File: config.mk
export PLATFORM = sky130hd
export DESIGN_NAME = recip_counter
export DESIGN_NICKNAME = d
export VERILOG_FILES = /design/src/rtl/recip_pkg.sv /design/src/rtl/recip_edge_sync.sv /design/src/rtl/recip_accum.sv /design/src/rtl/recip_gate_fsm.sv /design/src/rtl/recip_counter.sv
export SDC_FILE = /design/constraint.sdc
export NUM_CORES = 1
export LEC_CHECK = 0
export ABC_AREA = 0
export BUFFER_PORTS_ARGS = -buffer_cell sky130_fd_sc_hd__buf_2
export CORE_MARGIN = 2
export CORE_UTILIZATION = 30
export DETAILED_ROUTE_END_ITERATION = 10
export REMOVE_ABC_BUFFERS = 1
export SLEW_MARGIN = 40
export SYNTH_ARGS = -nofsm -noshare
export SYNTH_HDL_FRONTEND = slang
export SYNTH_SLANG_ARGS = --single-unit
File: constraint.sdc
create_clock -name clk -period 3.5 [get_ports clk]
set_input_delay 0.525 -clock clk [delete_from_list [all_inputs] [get_ports clk]]
set_output_delay 0.525 -clock clk [all_outputs]
set_load 0.02 [all_outputs]
File: src/rtl/recip_pkg.sv
package recip_pkg;

    typedef enum logic [2:0] {
        ST_IDLE,
        ST_ARM,
        ST_MEAS,
        ST_DRAIN,
        ST_FIN
    } gate_state_t;

    localparam int unsigned MAX_EXP = 9;

    // 10^n with n limited to MAX_EXP so the result fits 32 bits
    function automatic logic [31:0] pow10_limited(input logic [3:0] n);
        logic [31:0] v;
        int unsigned lim;
        lim = (n > MAX_EXP) ? MAX_EXP : int'(n);
        v = 32'd1;
        for (int unsigned k = 0; k < MAX_EXP; k++) begin
            if (k < lim) v = v * 32'd10;
        end
        return v;
    endfunction

endpackage

File: src/rtl/recip_edge_sync.sv
module recip_edge_sync #(
    parameter int STAGES = 2
) (
    input  logic clk,
    input  logic rst_n,
    input  logic sig_async,
    output logic rise
);
    logic [STAGES-1:0] chain;
    logic              last_q;

    generate
        for (genvar gi = 0; gi < STAGES; gi++) begin : g_stage
            always_ff @(posedge clk or negedge rst_n) begin
                if (!rst_n) begin
                    chain[gi] <= 1'b0;
                end else if (gi == 0) begin
                    chain[gi] <= sig_async;
                end else begin
                    chain[gi] <= chain[(gi == 0) ? 0 : gi-1];
                end
            end
        end
    endgenerate

    always_ff @(posedge clk or negedge rst_n) begin
        if (!rst_n) last_q <= 1'b0;
        else        last_q <= chain[STAGES-1];
    end

    assign rise = chain[STAGES-1] & ~last_q;
endmodule

File: src/rtl/recip_accum.sv
module recip_accum #(
    parameter int WIDTH = 32
) (
    input  logic             clk,
    input  logic             rst_n,
    input  logic             clr,
    input  logic             inc,
    output logic [WIDTH-1:0] count
);
    always_ff @(posedge clk or negedge rst_n) begin
        if (!rst_n)   count <= '0;
        else if (clr) count <= '0;
        else if (inc) count <= count + 1'b1;
    end
endmodule

File: src/rtl/recip_gate_fsm.sv
module recip_gate_fsm
    import recip_pkg::*;
#(
    parameter int CNT_W       = 32,
    parameter int AUTO_CYCLES = 96_000_000
) (
    input  logic             clk,
    input  logic             rst_n,
    input  logic             gate_req,
    input  logic             auto_mode,
    input  logic [3:0]       avg_exp,
    input  logic             a_rise,
    input  logic [CNT_W-1:0] acc_a,
    output logic             acc_clr,
    output logic             run,
    output logic             busy,
    output logic             done
);
    localparam int TMR_W = $clog2(AUTO_CYCLES + 1);
    localparam logic [TMR_W-1:0] TMR_LIMIT = TMR_W'(AUTO_CYCLES);

    gate_state_t      state_q, state_d;
    logic             req_q;
    logic             req_rise;
    logic [TMR_W-1:0] timer_q;
    logic [CNT_W-1:0] thresh_q;
    logic             thr_hit;
    logic             time_hit;
    logic             stop_now;

    assign req_rise = gate_req & ~req_q;
    assign thr_hit  = ~auto_mode &
                      (({1'b0, acc_a} + {{CNT_W{1'b0}}, 1'b1}) >= {1'b0, thresh_q});
    assign time_hit = auto_mode & (timer_q >= TMR_LIMIT);
    assign stop_now = ~gate_req | time_hit;

    // state register
    always_ff @(posedge clk or negedge rst_n) begin
        if (!rst_n) state_q <= ST_IDLE;
        else        state_q <= state_d;
    end

    // next-state logic
    always_comb begin
        state_d = state_q;
        unique case (state_q)
            ST_IDLE:  if (req_rise) state_d = ST_ARM;
            ST_ARM: begin
                if (!gate_req)   state_d = ST_IDLE;
                else if (a_rise) state_d = ST_MEAS;
            end
            ST_MEAS: begin
                if (a_rise && (thr_hit || stop_now)) state_d = ST_FIN;
                else if (stop_now)                   state_d = ST_DRAIN;
            end
            ST_DRAIN: if (a_rise) state_d = ST_FIN;
            ST_FIN:   state_d = ST_IDLE;
            default:  state_d = ST_IDLE;
        endcase
    end

    // outputs
    always_comb begin
        acc_clr = 1'b0;
        run     = 1'b0;
        busy    = 1'b1;
        done    = 1'b0;
        unique case (state_q)
            ST_IDLE:  busy    = 1'b0;
            ST_ARM:   acc_clr = gate_req & a_rise;
            ST_MEAS:  run     = 1'b1;
            ST_DRAIN: run     = 1'b1;
            ST_FIN:   done    = 1'b1;
            default:  busy    = 1'b0;
        endcase
    end

    // request edge, gate timer, latched threshold
    always_ff @(posedge clk or negedge rst_n) begin
        if (!rst_n) begin
            req_q    <= 1'b0;
            timer_q  <= '0;
            thresh_q <= CNT_W'(1);
        end else begin
            req_q <= gate_req;
            if (acc_clr) begin
                timer_q  <= '0;
                thresh_q <= CNT_W'(pow10_limited(avg_exp));
            end else if (run && (timer_q < TMR_LIMIT)) begin
                timer_q <= timer_q + 1'b1;
            end
        end
    end
endmodule

File: src/rtl/recip_counter.sv
module recip_counter
    import recip_pkg::*;
#(
    parameter int CNT_W       = 32,
    parameter int SYNC_STAGES = 2,
    parameter int AUTO_CYCLES = 96_000_000
) (
    input  logic             clk,
    input  logic             rst_n,
    input  logic             chan_a,
    input  logic             chan_b,
    input  logic             gate_req,
    input  logic             ratio_mode,
    input  logic             auto_mode,
    input  logic [3:0]       avg_exp,
    output logic [CNT_W-1:0] acc_a,
    output logic [CNT_W-1:0] acc_b,
    output logic             gate_open,
    output logic             busy,
    output logic             done
);
    localparam int N_CH = 2;

    logic [N_CH-1:0] ch_raw;
    logic [N_CH-1:0] ch_rise;
    logic            acc_clr;
    logic            run;
    logic            inc_a;
    logic            inc_b;

    assign ch_raw = {chan_b, chan_a};

    generate
        for (genvar ci = 0; ci < N_CH; ci++) begin : g_sync
            recip_edge_sync #(.STAGES(SYNC_STAGES)) u_sync (
                .clk       (clk),
                .rst_n     (rst_n),
                .sig_async (ch_raw[ci]),
                .rise      (ch_rise[ci])
            );
        end
    endgenerate

    recip_gate_fsm #(.CNT_W(CNT_W), .AUTO_CYCLES(AUTO_CYCLES)) u_fsm (
        .clk       (clk),
        .rst_n     (rst_n),
        .gate_req  (gate_req),
        .auto_mode (auto_mode),
        .avg_exp   (avg_exp),
        .a_rise    (ch_rise[0]),
        .acc_a     (acc_a),
        .acc_clr   (acc_clr),
        .run       (run),
        .busy      (busy),
        .done      (done)
    );

    assign inc_a = run & ch_rise[0];
    assign inc_b = run & (ratio_mode ? ch_rise[1] : 1'b1);

    recip_accum #(.WIDTH(CNT_W)) u_acc_a (
        .clk   (clk),
        .rst_n (rst_n),
        .clr   (acc_clr),
        .inc   (inc_a),
        .count (acc_a)
    );

    recip_accum #(.WIDTH(CNT_W)) u_acc_b (
        .clk   (clk),
        .rst_n (rst_n),
        .clr   (acc_clr),
        .inc   (inc_b),
        .count (acc_b)
    );

    assign gate_open = run;
endmodule

=== Yosys cells after proc, flatten, opt, wreduce, memory -nomap -nowiden ===
Cells that the tools add are included.

* Add/sub/neg operators: 4
* Multiply operators: 8
* $lt $le $gt $ge: 13
* Equal/unequal tests: 8
* Mux-type cells: 36
* Bitwise logic cells: 14
* Reductions and logical operators: 10

{| class="wikitable"
|+ Operator list
! operator !! count
|-
| $mux W32 || 20
|-
| $mul A32 B3 Y31 const B || 8
|-
| $lt A3 B32 Y1 const A || 4
|-
| $add A32 B1 Y32 const B || 2
|-
| $lt A1 B32 Y1 const A || 2
|-
| $lt A2 B32 Y1 const A || 2
|-
| $mux W27 || 2
|-
| $add A32 B1 Y33 const B || 1
|-
| $ge A33 B32 Y1 || 1
|-
| $lt A4 B32 Y1 const A || 1
|-
| $add A27 B1 Y27 const B || 1
|-
| $ge A27 B27 Y1 const B || 1
|-
| $lt A27 B27 Y1 const B || 1
|-
| $mux W3 || 6
|-
| $pmux W3 S4 || 1
|-
| $and A1 B1 Y1 || 8
|-
| $mux W4 || 2
|-
| $eq A3 B2 Y1 const B || 2
|-
| $reduce_bool A2 Y1 || 3
|-
| $mux W1 || 5
|-
| $not A1 Y1 || 5
|-
| $gt A4 B4 Y1 const B || 1
|-
| $ne A2 B1 Y1 const B || 2
|-
| $reduce_and A4 Y1 || 1
|-
| other kinds (10) || 11
|}

* Register bits after elaboration: 133

=== Depth between registers and ports, before layout ===
Gate-level depths: netlist (run 1).

* Word-level depth: 28
* Depth in mapped cells: 56
* Mapped depth without buffers: 55

=== Cells and area by module ===
From an unflattened synthesis (run 1), not the netlist that was laid out.

* Cells, all modules: 1702
* Area, all modules: 14292.5 um^2

{| class="wikitable"
|+ Modules (own cells, without submodules)
! module !! times used !! cells each !! area each (um^2) !! sequential area each (um^2)
|-
| recip_gate_fsm || 1 || 1339 || 10736.5 || 1577.8
|-
| recip_accum || 2 || 176 || 1680.4 || 800.8
|-
| recip_edge_sync || 2 || 4 || 88.8 || 75.1
|-
| recip_counter || 1 || 3 || 17.5 || 0.0
|}

=== Least setup slack after synthesis (run 1) ===
No wires, ideal clock.

* Path kind: input to register
* Start: input port avg_exp[3]
* End: register u_fsm.thresh_q[31]
* Arrival time: 10811 ps
* Path slack: -7442 ps
* Stages on the path: 52
* Cell sequence: buf_6 -> or3_1 -> buf_6 -> nor2_1 -> ha_1 -> a21oi_1 -> ha_1 -> ha_1 -> a31o_2 -> a21oi_1 -> xor2_1 -> a21oi_1 -> ha_1 -> ha_1 -> nand2_1 -> o21ai_0 -> mux2i_1 -> a31o_2 -> [16 not listed] -> nand2_1 -> o31ai_1 -> ha_1 -> ha_1 -> a21oi_1 -> o22ai_1 -> or3_1 -> o311a_1 -> a31oi_1 -> xnor2_1 -> and2_1 -> ha_1 -> or3_1 -> a31oi_1 -> xnor2_1 -> xnor2_1 -> xnor2_1 -> o22ai_1

* Longest elaborated chain between the ends: 28
* Elaborated cells between the ends (all ways): 36

{| class="wikitable"
|+ Ends and longest elaborated chain
! element !! line !! RTL
|-
| start: declaration || recip_counter.sv:15 || <nowiki>input logic [3:0] avg_exp,</nowiki>
|-
| $gt A4 B4 Y1 || recip_pkg.sv:17 || <nowiki>lim = (n > MAX_EXP) ? MAX_EXP : int'(n);</nowiki>
|-
| $mux W4 (*) || recip_pkg.sv:17 ||
|-
| $lt A1 B32 Y1 || recip_pkg.sv:20 || <nowiki>if (k < lim) v = v * 32'd10;</nowiki>
|-
| $mux W4 || recip_pkg.sv:20 ||
|-
| $mux W32 || recip_gate_fsm.sv:86 || <nowiki>if (acc_clr) begin</nowiki>
|-
| $mul A32 B3 Y31 || recip_pkg.sv:20 ||
|-
| $mux W32 || recip_pkg.sv:20 ||
|-
| $mux W32 || recip_gate_fsm.sv:86 ||
|-
| [12 not listed] || n/a ||
|-
| $mul A32 B3 Y31 || recip_pkg.sv:20 ||
|-
| $mux W32 || recip_pkg.sv:20 ||
|-
| $mux W32 || recip_gate_fsm.sv:86 ||
|-
| $mul A32 B3 Y31 || recip_pkg.sv:20 ||
|-
| $mux W32 || recip_pkg.sv:20 ||
|-
| $mux W32 || recip_gate_fsm.sv:86 ||
|-
| $mul A32 B3 Y31 || recip_pkg.sv:20 ||
|-
| $mux W32 (*) || recip_pkg.sv:20 ||
|-
| end signal: assignment || recip_gate_fsm.sv:88 || <nowiki>thresh_q <= CNT_W'(pow10_limited(avg_exp));</nowiki>
|-
| end: declaration || recip_gate_fsm.sv:26 || <nowiki>logic [CNT_W-1:0] thresh_q;</nowiki>
|}

Mark *: on every way between the ends. The rest lies on a longest branch, timed or not. The select of a mux whose other input is x is not followed.
A chain may end at the register's enable or synchronous reset.

=== Final worst setup path (run 1) ===
* Start: input port avg_exp[2]
* End: register u_fsm.thresh_q[31]

The elaborated chain is that of the path after synthesis.

==> results of run 1 <==
placed cells by master (no fill, tap or decap), types with 28 or more instances in the layout:
cell	instances
buf_4	421
nor2_1	151
ha_1	151
nand2_1	137
dfrtp_1	132
inv_1	82
xor2_1	78
buf_2	73
ha_4	70
o21ai_0	68
a21oi_1	65
xnor2_1	51
nand3_1	44
a21o_1	40
buf_6	39
and3_1	28
sequential cells by signal (all words and copies together) (netlist names):
register	flops
u_acc_a.count	32
u_acc_b.count	32
u_fsm.thresh_q	32
u_fsm.timer_q	27
g_sync.u_sync.chain	4
u_fsm.state_q	3
g_sync.u_sync.last_q	2
u_fsm.req_q	1
metal layers:
metal	wire length [um]	global-route usage
met1	18500	0.213
met2	20400	0.311
met3	1270	0.0165
met4	779	0.0522
met5	0	0
final cells by class:
class / instances / area [um^2]
Fill cell: 4059 / 23700
Clock inverter: 14 / 174
Clock buffer: 18 / 439
Inverter: 93 / 359
Sequential cell: 133 / 3330
Timing Repair Buffer: 536 / 4020
Multi-Input combinational cell: 1321 / 11400
Tap cell: 592 / 741
worst max-delay path, delay by kind of cell:
family | cells | cell delay, ns
simple gates | 8 | 1.72
mux | 1 | 0.24
compound gates | 21 | 3.77
fa+ha+maj | 12 | 3.03
buf+inv | 2 | 0.20
xor+xnor | 7 | 1.01
through the flow:
stage | util | power (mW) | std cells | setup WS, ns | hold slack [ns]
floorplan | - | 8.32 | 1547 | -7.54 | 0.229
global placement | 0.386 | 12.4 | 2569 | -7.73 | 0.338
finish | 0.463 | 18.7 | 2707 | -6.74 | 0.148
global route | 0.463 | 20.2 | 2707 | -7.07 | 0.202
detailed placement | 0.386 | 12.6 | 2569 | -8.04 | 0.344
CTS | 0.449 | 17.7 | 2686 | -6.38 | 0.189
report_power, final:
part / switching, mW / internal (mW) / total, mW
Clock: 0.717 / 1.15 / 1.86
Combinational: 6.68 / 7.88 / 14.6
Sequential: 0.324 / 1.97 / 2.29
Total: 7.73 / 11.0 / 18.7
kinds of logic (layout without fill, tap and decap cells):
family | count (synthesis) | in the layout
mux | 19 | 19
other cells | 1 | 2
simple gates | 523 | 523
flops | 133 | 133
xor+xnor | 143 | 143
compound gates | 399 | 399
buf+inv | 145 | 661
fa+ha+maj | 235 | 235
Yosys cell counts (4+ instances only):
cell / n
nor3_1: 20
xnor2_1: 60
and4_1: 5
a211o_1: 4
a211oi_1: 22
nor4_1: 7
nor2b_1: 13
nand3_1: 49
nor2_1: 163
or2_2: 6
or3_1: 10
inv_1: 89
a21oi_1: 91
mux2i_1: 8
o21a_1: 19
dfrtp_1: 132
buf_1: 5
nand2_1: 141
a21o_1: 41
xor2_1: 83
a2111oi_0: 5
o211ai_1: 9
nand2b_1: 9
and2_1: 26
nand4_1: 27
o31ai_1: 12
mux2_2: 7
o21ai_1: 17
ha_1: 230
a31oi_1: 16
o22ai_1: 7
o21bai_1: 10
a22oi_1: 5
and3_1: 38
a31o_2: 4
fa_1: 5
o21ai_0: 90
clkbuf_1: 42
worst paths after layout:
| kind | start | end | slack [ns] | depth (start not counted) |
|---|---|---|---|---|
| hold / removal | rst_n | u_acc_a.count[29] | 0.15 | 1 |
| hold reg to reg | g_sync[1].u_sync.chain[0] | g_sync[1].u_sync.chain[1] | 0.35 | 0 |
| setup reg to reg | u_acc_a.count[0] | u_fsm.state_q[0] | -0.51 | 20 |
| min in group clk | chan_b | g_sync[1].u_sync.chain[0] | 0.22 | 1 |
| setup / recovery | avg_exp[2] | u_fsm.thresh_q[31] | -6.74 | 51 |
| max in group asynchronous | rst_n | u_fsm.timer_q[22] | 2.58 | 2 |
what timing repair did:
action | CTS | global route
hold buffers | 0 | 0
setup endpoints to repair | 31 | 31
resized for setup | 262 | 75
pin swaps | 166 | 79
endpoints found under the hold margin | 0 | 0
setup buffers | 91 | 21
==> results.yml, run 1 <==
die:
  die_area_um2: 46500
  die_h_um: 216
  core_um2: 44200
  ioPinCount: 78
  start_util: 0.304
  core.rowCount: 77
  die_w_um: 216
timing:
  setup-tns-final_ns: -135.68
  fin_worst_skew_ns: 0.00873
  rsz0062_at_grt: "yes"
  tightestPinTransition_ns: 0.728
  max_freq_ghz: 0.0977
  relSlewSlack: 0.515
  period_needed_ns: 10.24
  finalWorstSetupSlack_ns: -6.74
  hold_viol_final: 0
  slew_viol_final: 0
  period_share: 2.92
  setup_viol: 31
pwr:
  power.density_nw_per_um2: 915
  max-vdd-ir-drop_mv: 0.842
  p_leak_nw: 10.1
logic_synthesis:
  synth_xor_area_frac: 0.0931
  avgSynthCellArea_um2: 8.42
  synthArstFlopShare: 1.00
  synth_top_family_by_area: "adder cells"
  synth-compound-area-share: 0.195
  synth.area.top_cells: "dfrtp_1 25%, ha_1 21%, xor2_1 5.4%"
  synth_area_leader_cell: "dfrtp_1"
  muxShareOfSynthArea: 0.0168
  ys_warn_count: 0
  synth_cell_types: 84
  synth_fa_ha_area_frac: 0.221
  ys.flop_type: "dfrtp_1"
  syn_inst: 1598
  mappedNetlistArea_um2: 13500
  synth_seq_cells: 133
  synth_edf_count: 0
  synth-seq-area-share: 0.248
  synth_top_area_frac: 0.246
  yosys.area_share.simple: 0.184
setup_path:
  worstPathArrival_ns: 10.54
  cp_common_cell: "ha_4"
  critical_path_class: "in2reg"
  end_kind: "flop"
  cpPeakStageDelay_ns: 0.42
  cp-start-kind: "input pin"
  slowest_stage: "or3_4"
  crit_fanout: 4
  worstPathRequired_ns: 3.80
final_layout:
  num_antenna_cells: 0
  area.growth.synth_to_final_pct: 52.2
  drive_gt1_frac: 0.399
  final_area_um2: 20500
  nets: 2348
detailed_routing:
  post_drt_wl_per_cell_um: 15.1
  drt_pass1_iterations: 5
  viasPerCell: 5.03
  drc: 0
  vias: 13607
  drt-initial-drc-count: 787
  drt-total-wl_um: 40900
  detail-route-antenna-nets: 0
grt:
  grt_pass1_wl_um: 66800
  grt_pass1_vias: 13804
  overflow: 0
  grt_util_all_layers: 0.171
  grt_max_degree: 85
  grt_antenna_before_repair: 0
run_status:
  violations: "negative setup slack"
  status: "finished, violations left"
clocking:
  ctsRootBufferMaster: "clkbuf_16"
  clockBufferDepth: 2
  cts_num_sinks: 133
  cts.reportedPaths.clkPinSlew_ns: 0.06
  cts_max_level: 4
  cts_tree: "done"
  insertion_delay_ns: 0.43
  cts_buffers: 17
placement:
  dp_hpwl_um: 28900
  place_area_um2: 17000
  port_buffers: 77
  routabilityCongestion: 0.869
min_path:
  hp-class: "in2async"
run:
  drv_cap: 0
No activity file was read; power rests on OpenSTA's default activity.
==> run 2: changes to the inputs <==
Settings changed: BUFFER_PORTS_ARGS -buffer_cell sky130_fd_sc_hd__buf_2 to -buffer_cell sky130_fd_sc_hd__clkbuf_2.
==> results.yml, run 2 (synthesized netlist as in run 1, its figures left out) <==
run_status:
  status: "finished, violations left"
  violations: "negative setup slack"
run:
  drv_cap: 0
setup_path:
  crit_buf_inv: 15
  cp-start-kind: "input pin"
  cp.depth: 55
  cpPeakStageDelay_ns: 0.44
  slowest_stage: "a2111o_1"
  end_kind: "flop"
  cp_common_cell: "buf_4"
  worstPathArrival_ns: 10.42
  r2r_start: "u_acc_a.count[0]"
  r2r_slack_ns: -0.26
  r2r_end: "u_fsm.state_q[0]"
  startpoint: "avg_exp[3]"
  critical_path_class: "in2reg"
  path_delay_family: "compound AO/OA/AOI/OAI gates"
  reg2reg_depth: 18
  crit_fanout: 4
  worstPathRequired_ns: 3.79
pwr:
  combPwrFrac: 0.778
  clkPwrFrac: 0.098
  switching_share: 0.421
  max-vdd-ir-drop_mv: 0.770
  power_switching_mw: 7.71
  p_leak_nw: 10.0
  power.density_nw_per_um2: 893
  seq_power_share: 0.125
  p_int_mw: 10.6
placement:
  dpl.cell_count: 2571
  place_area_um2: 17100
  port_buffers: 77
  dp_hpwl_um: 29300
  routabilityCongestion: 0.850
clocking:
  cts_num_sinks: 133
  ctsRootBufferMaster: "clkbuf_16"
  cts_max_level: 4
  hold_buffers: 0
  cts_buffers: 17
  clockBufferDepth: 2
  cts.reportedPaths.clkPinSlew_ns: 0.06
  cts_tree: "done"
  insertion_delay_ns: 0.42
final_layout:
  drive_gt1_frac: 0.411
  layout_common_cells: "434 x buf_4, 151 x nor2_1, 148 x ha_1, 135 x nand2_1, 132 x dfrtp_1"
  final_common_cell: "buf_4"
  nets: 2343
  fin_cells: 2702
  area.growth.synth_to_final_pct: 52.6
  largestRegisters: "u_acc_a.count x32, u_acc_b.count x32, u_fsm.thresh_q x32"
  fillCellCount: 3981
  num_antenna_cells: 0
  final_area_um2: 20500
grt:
  grt_pass1_wl_um: 67300
  grt_util_all_layers: 0.172
  grt.busiest_layer: "met2"
  gr-usage-met1: 0.214
  grt_max_degree: 80
  overflow: 0
  grt_pass1_vias: 13994
  grt_antenna_before_repair: 0
  grt_use_met3: 0.0162
  grt_util_met2: 0.309
detailed_routing:
  post_drt_wl_per_cell_um: 15.4
  viasPerCell: 5.03
  drt_pass1_iterations: 5
  vias: 13585
  drt-total-wl_um: 41700
  drt-initial-drc-count: 737
  drc: 0
  detail-route-antenna-nets: 0
timing:
  period_needed_ns: 10.13
  setup_viol: 31
  hold_viol_final: 0
  finalWorstSetupSlack_ns: -6.63
  relSlewSlack: 0.513
  tightestPinTransition_ns: 0.731
  rsz0062_at_grt: "yes"
  max_freq_ghz: 0.0987
  period_share: 2.89
  slew_viol_final: 0
  fin_worst_skew_ns: 0.00815
die:
  die_area_um2: 46500
  core.rowCount: 77
  start_util: 0.304
  die_w_um: 216
  ioPinCount: 78
  core_um2: 44200
  die_h_um: 216
min_path:
  hp-class: "in2async"
run 2: worst max path at each step:
stage                         endpoint  slack (ns)
floorplan           u_fsm.thresh_q[31]       -7.54
CTS                 u_fsm.thresh_q[31]       -6.43
global placement    u_fsm.thresh_q[31]       -7.74
finish              u_fsm.thresh_q[31]       -6.63
detailed placement  u_fsm.thresh_q[31]       -8.04
global route        u_fsm.thresh_q[31]       -7.01
run 2: metal layers:
layer / vias up / routed length [um]
li1: 6706 / -
met1: 6522 / 18600
met2: 286 / 20600
met3: 71 / 1350
met4: 0 / 1150
met5: - / 0
run 2: per-stage QoR:
step | setup WS [ns] | utilization | power, mW | hold WS [ns] | setup TNS [ns]
after floorplan | -7.54 | - | 8.32 | 0.229 | -145.76
after global placement | -7.74 | 0.386 | 12.3 | 0.350 | -160.32
after detailed placement | -8.04 | 0.386 | 12.5 | 0.341 | -164.49
after CTS | -6.43 | 0.448 | 16.9 | 0.174 | -132.78
after global routing | -7.01 | 0.464 | 19.9 | 0.174 | -144.71
final | -6.63 | 0.464 | 18.3 | 0.122 | -134.68
run 2: area by class of cell:
class,count,area (um^2),share of cell area
inverters,93,359,0.0175
well taps,592,741,0.0361
repair buffers,531,3890,0.189
clock buffers,18,439,0.0214
multi-input cells,1321,11600,0.566
flip-flops and latches,133,3330,0.162
clock inverters,14,154,0.00750
run 2: what timing repair did:
| item | in CTS | in global routing |
|---|---|---|
| endpoints found under the hold margin | 0 | 0 |
| pin swaps | 170 | 94 |
| buffers inserted | 86 | 27 |
| gates resized for setup | 251 | 110 |
| setup endpoints to repair | 31 | 31 |
run 2: power by group through the flow:
stage | clock, mW | sequential [mW] | combinational, mW
2_1_floorplan | 0 | 2.45 | 5.86
3_3_place_gp | 0 | 2.27 | 10.0
3_5_place_dp | 0 | 2.28 | 10.2
4_1_cts | 1.83 | 2.27 | 12.8
5_1_grt | 1.89 | 2.34 | 15.6
6_report | 1.79 | 2.29 | 14.3
==> run 3: changes to the inputs <==
Settings changed: CTS_BUF_LIST from default to sky130_fd_sc_hd__clkbuf_8.
==> results.yml, run 3 (synthesized netlist as in run 1, its figures left out) <==
pwr:
  max-vdd-ir-drop_mv: 0.754
  power.density_nw_per_um2: 884
  p_leak_nw: 9.97
  switching_share: 0.428
  total_power_mw: 18.0
  p_int_mw: 10.3
  clkPwrFrac: 0.073
  seq_power_share: 0.127
  combPwrFrac: 0.800
  power_switching_mw: 7.72
final_layout:
  drive_gt1_frac: 0.412
  layout_common_cells: "430 x buf_4, 150 x nor2_1, 150 x ha_1, 136 x nand2_1, 132 x dfrtp_1"
  fillCellCount: 4007
  area.growth.synth_to_final_pct: 51.5
  final_area_um2: 20400
  seq_area_um2: 3330
  nets: 2346
  largestRegisters: "u_acc_a.count x32, u_acc_b.count x32, u_fsm.thresh_q x32"
  final_common_cell: "buf_4"
  multi_input_area_um2: 11600
  fin_cells: 2705
  num_antenna_cells: 0
detailed_routing:
  drt-total-wl_um: 41900
  post_drt_wl_per_cell_um: 15.5
  drc: 0
  viasPerCell: 5.07
  vias: 13714
  drt-initial-drc-count: 786
  drt_pass1_iterations: 5
  detail-route-antenna-nets: 0
timing:
  fin_worst_skew_ns: 0.00955
  slew_viol_final: 0
  finalWorstSetupSlack_ns: -6.60
  max_freq_ghz: 0.0990
  rsz0062_at_grt: "yes"
  period_needed_ns: 10.10
  setup_viol: 31
  tightestPinTransition_ns: 0.751
  relSlewSlack: 0.500
  period_share: 2.89
  hold_viol_final: 0
  holdWs_ns: 0.0847
clocking:
  cts_num_sinks: 133
  ctsRootBufferMaster: "clkbuf_8"
  insertion_delay_ns: 0.45
  cts_buffers: 17
  cts_max_level: 4
  cts.reportedPaths.clkPinSlew_ns: 0.08
  clockBufferDepth: 2
  cts_tree: "done"
die:
  die_area_um2: 46500
  die_h_um: 216
  start_util: 0.304
  core.rowCount: 77
  core_um2: 44200
  die_w_um: 216
  ioPinCount: 78
setup_path:
  crit_fanout: 4
  cp_common_cell: "buf_4"
  end_kind: "flop"
  startpoint: "avg_exp[3]"
  reg2reg_depth: 18
  cpPeakStageDelay_ns: 0.44
  critical_path_class: "in2reg"
  cp-start-kind: "input pin"
  worstPathArrival_ns: 10.43
  r2r_end: "u_fsm.state_q[0]"
  worstPathRequired_ns: 3.83
  r2r_start: "u_acc_a.count[1]"
  slowest_stage: "a2111o_1"
  r2r_slack_ns: -0.39
placement:
  port_buffers: 77
  dpl.cell_count: 2571
  dp_hpwl_um: 29300
  place_area_um2: 17100
  routabilityCongestion: 0.850
run_status:
  violations: "negative setup slack"
  status: "finished, violations left"
grt:
  grt_antenna_before_repair: 0
  overflow: 0
  grt_max_degree: 80
  grt_pass1_vias: 13982
  grt_util_all_layers: 0.172
  grt_pass1_wl_um: 67400
run:
  drv_cap: 0
min_path:
  hp-class: "in2async"
[run 3: worst max-delay path: cells and delay by family]
family,cells,cell delay (ns)
adder cells (fa/ha/maj),10,2.49
buffers and inverters,14,1.72
AO/OA/AOI/OAI,16,2.97
XOR/XNOR,7,1.11
multiplexers,1,0.12
AND/OR/NAND/NOR,6,1.46
[run 3: layer usage]
layer	vias to the layer above	wire [um]	part of all wire	track usage
met5	-	0	0	0
met4	0	1070	0.026	0.0586
met3	78	1360	0.032	0.0134
met2	299	20800	0.50	0.312
met1	6611	18700	0.45	0.215
li1	6726	-	-	-
[run 3: what timing repair did]
action / CTS / global route
buffers inserted: 87 / 30
gates cloned: 0 / 0
setup endpoints to repair: 31 / 31
pin swaps: 169 / 113
resized for setup: 252 / 116
hold buffers: 0 / 0
[run 3: cell type report]
class                      instances  area share
clock buffer                      18      0.0122
clock inverter                    14     0.00755
inverter                          93      0.0176
tap                              592      0.0364
multi-input combinational       1321       0.570
sequential                       133       0.163
timing repair buffer             534       0.193
[run 3: power by group through the flow]
stage          clock (mW)  combinational (mW)  sequential (mW)
6_report             1.32                14.4             2.28
5_1_grt              1.41                15.8             2.34
4_1_cts              1.36                12.8             2.26
3_5_place_dp            0                10.2             2.28
3_3_place_gp            0                10.0             2.27
2_1_floorplan           0                5.86             2.45
[run 3: worst max-delay path by stage]
| stage | slack, ns | depth (start not counted) | endpoint |
|---|---|---|---|
| finish | -6.60 | 54 | u_fsm.thresh_q[31] |
| global route | -6.97 | 55 | u_fsm.thresh_q[31] |
| CTS | -6.38 | 51 | u_fsm.thresh_q[31] |
| detailed placement | -8.04 | 51 | u_fsm.thresh_q[31] |
| global placement | -7.74 | 51 | u_fsm.thresh_q[31] |
| floorplan | -7.54 | 50 | u_fsm.thresh_q[31] |
[run 3: per-stage QoR]
stage               setup WS (ns)   util  TNS [ns]
finish                      -6.60  0.461   -134.71
global route                -6.97  0.461   -143.67
CTS                         -6.38  0.444   -131.41
detailed placement          -8.04  0.386   -164.49
global placement            -7.74  0.386   -160.32
floorplan                   -7.54      -   -145.76
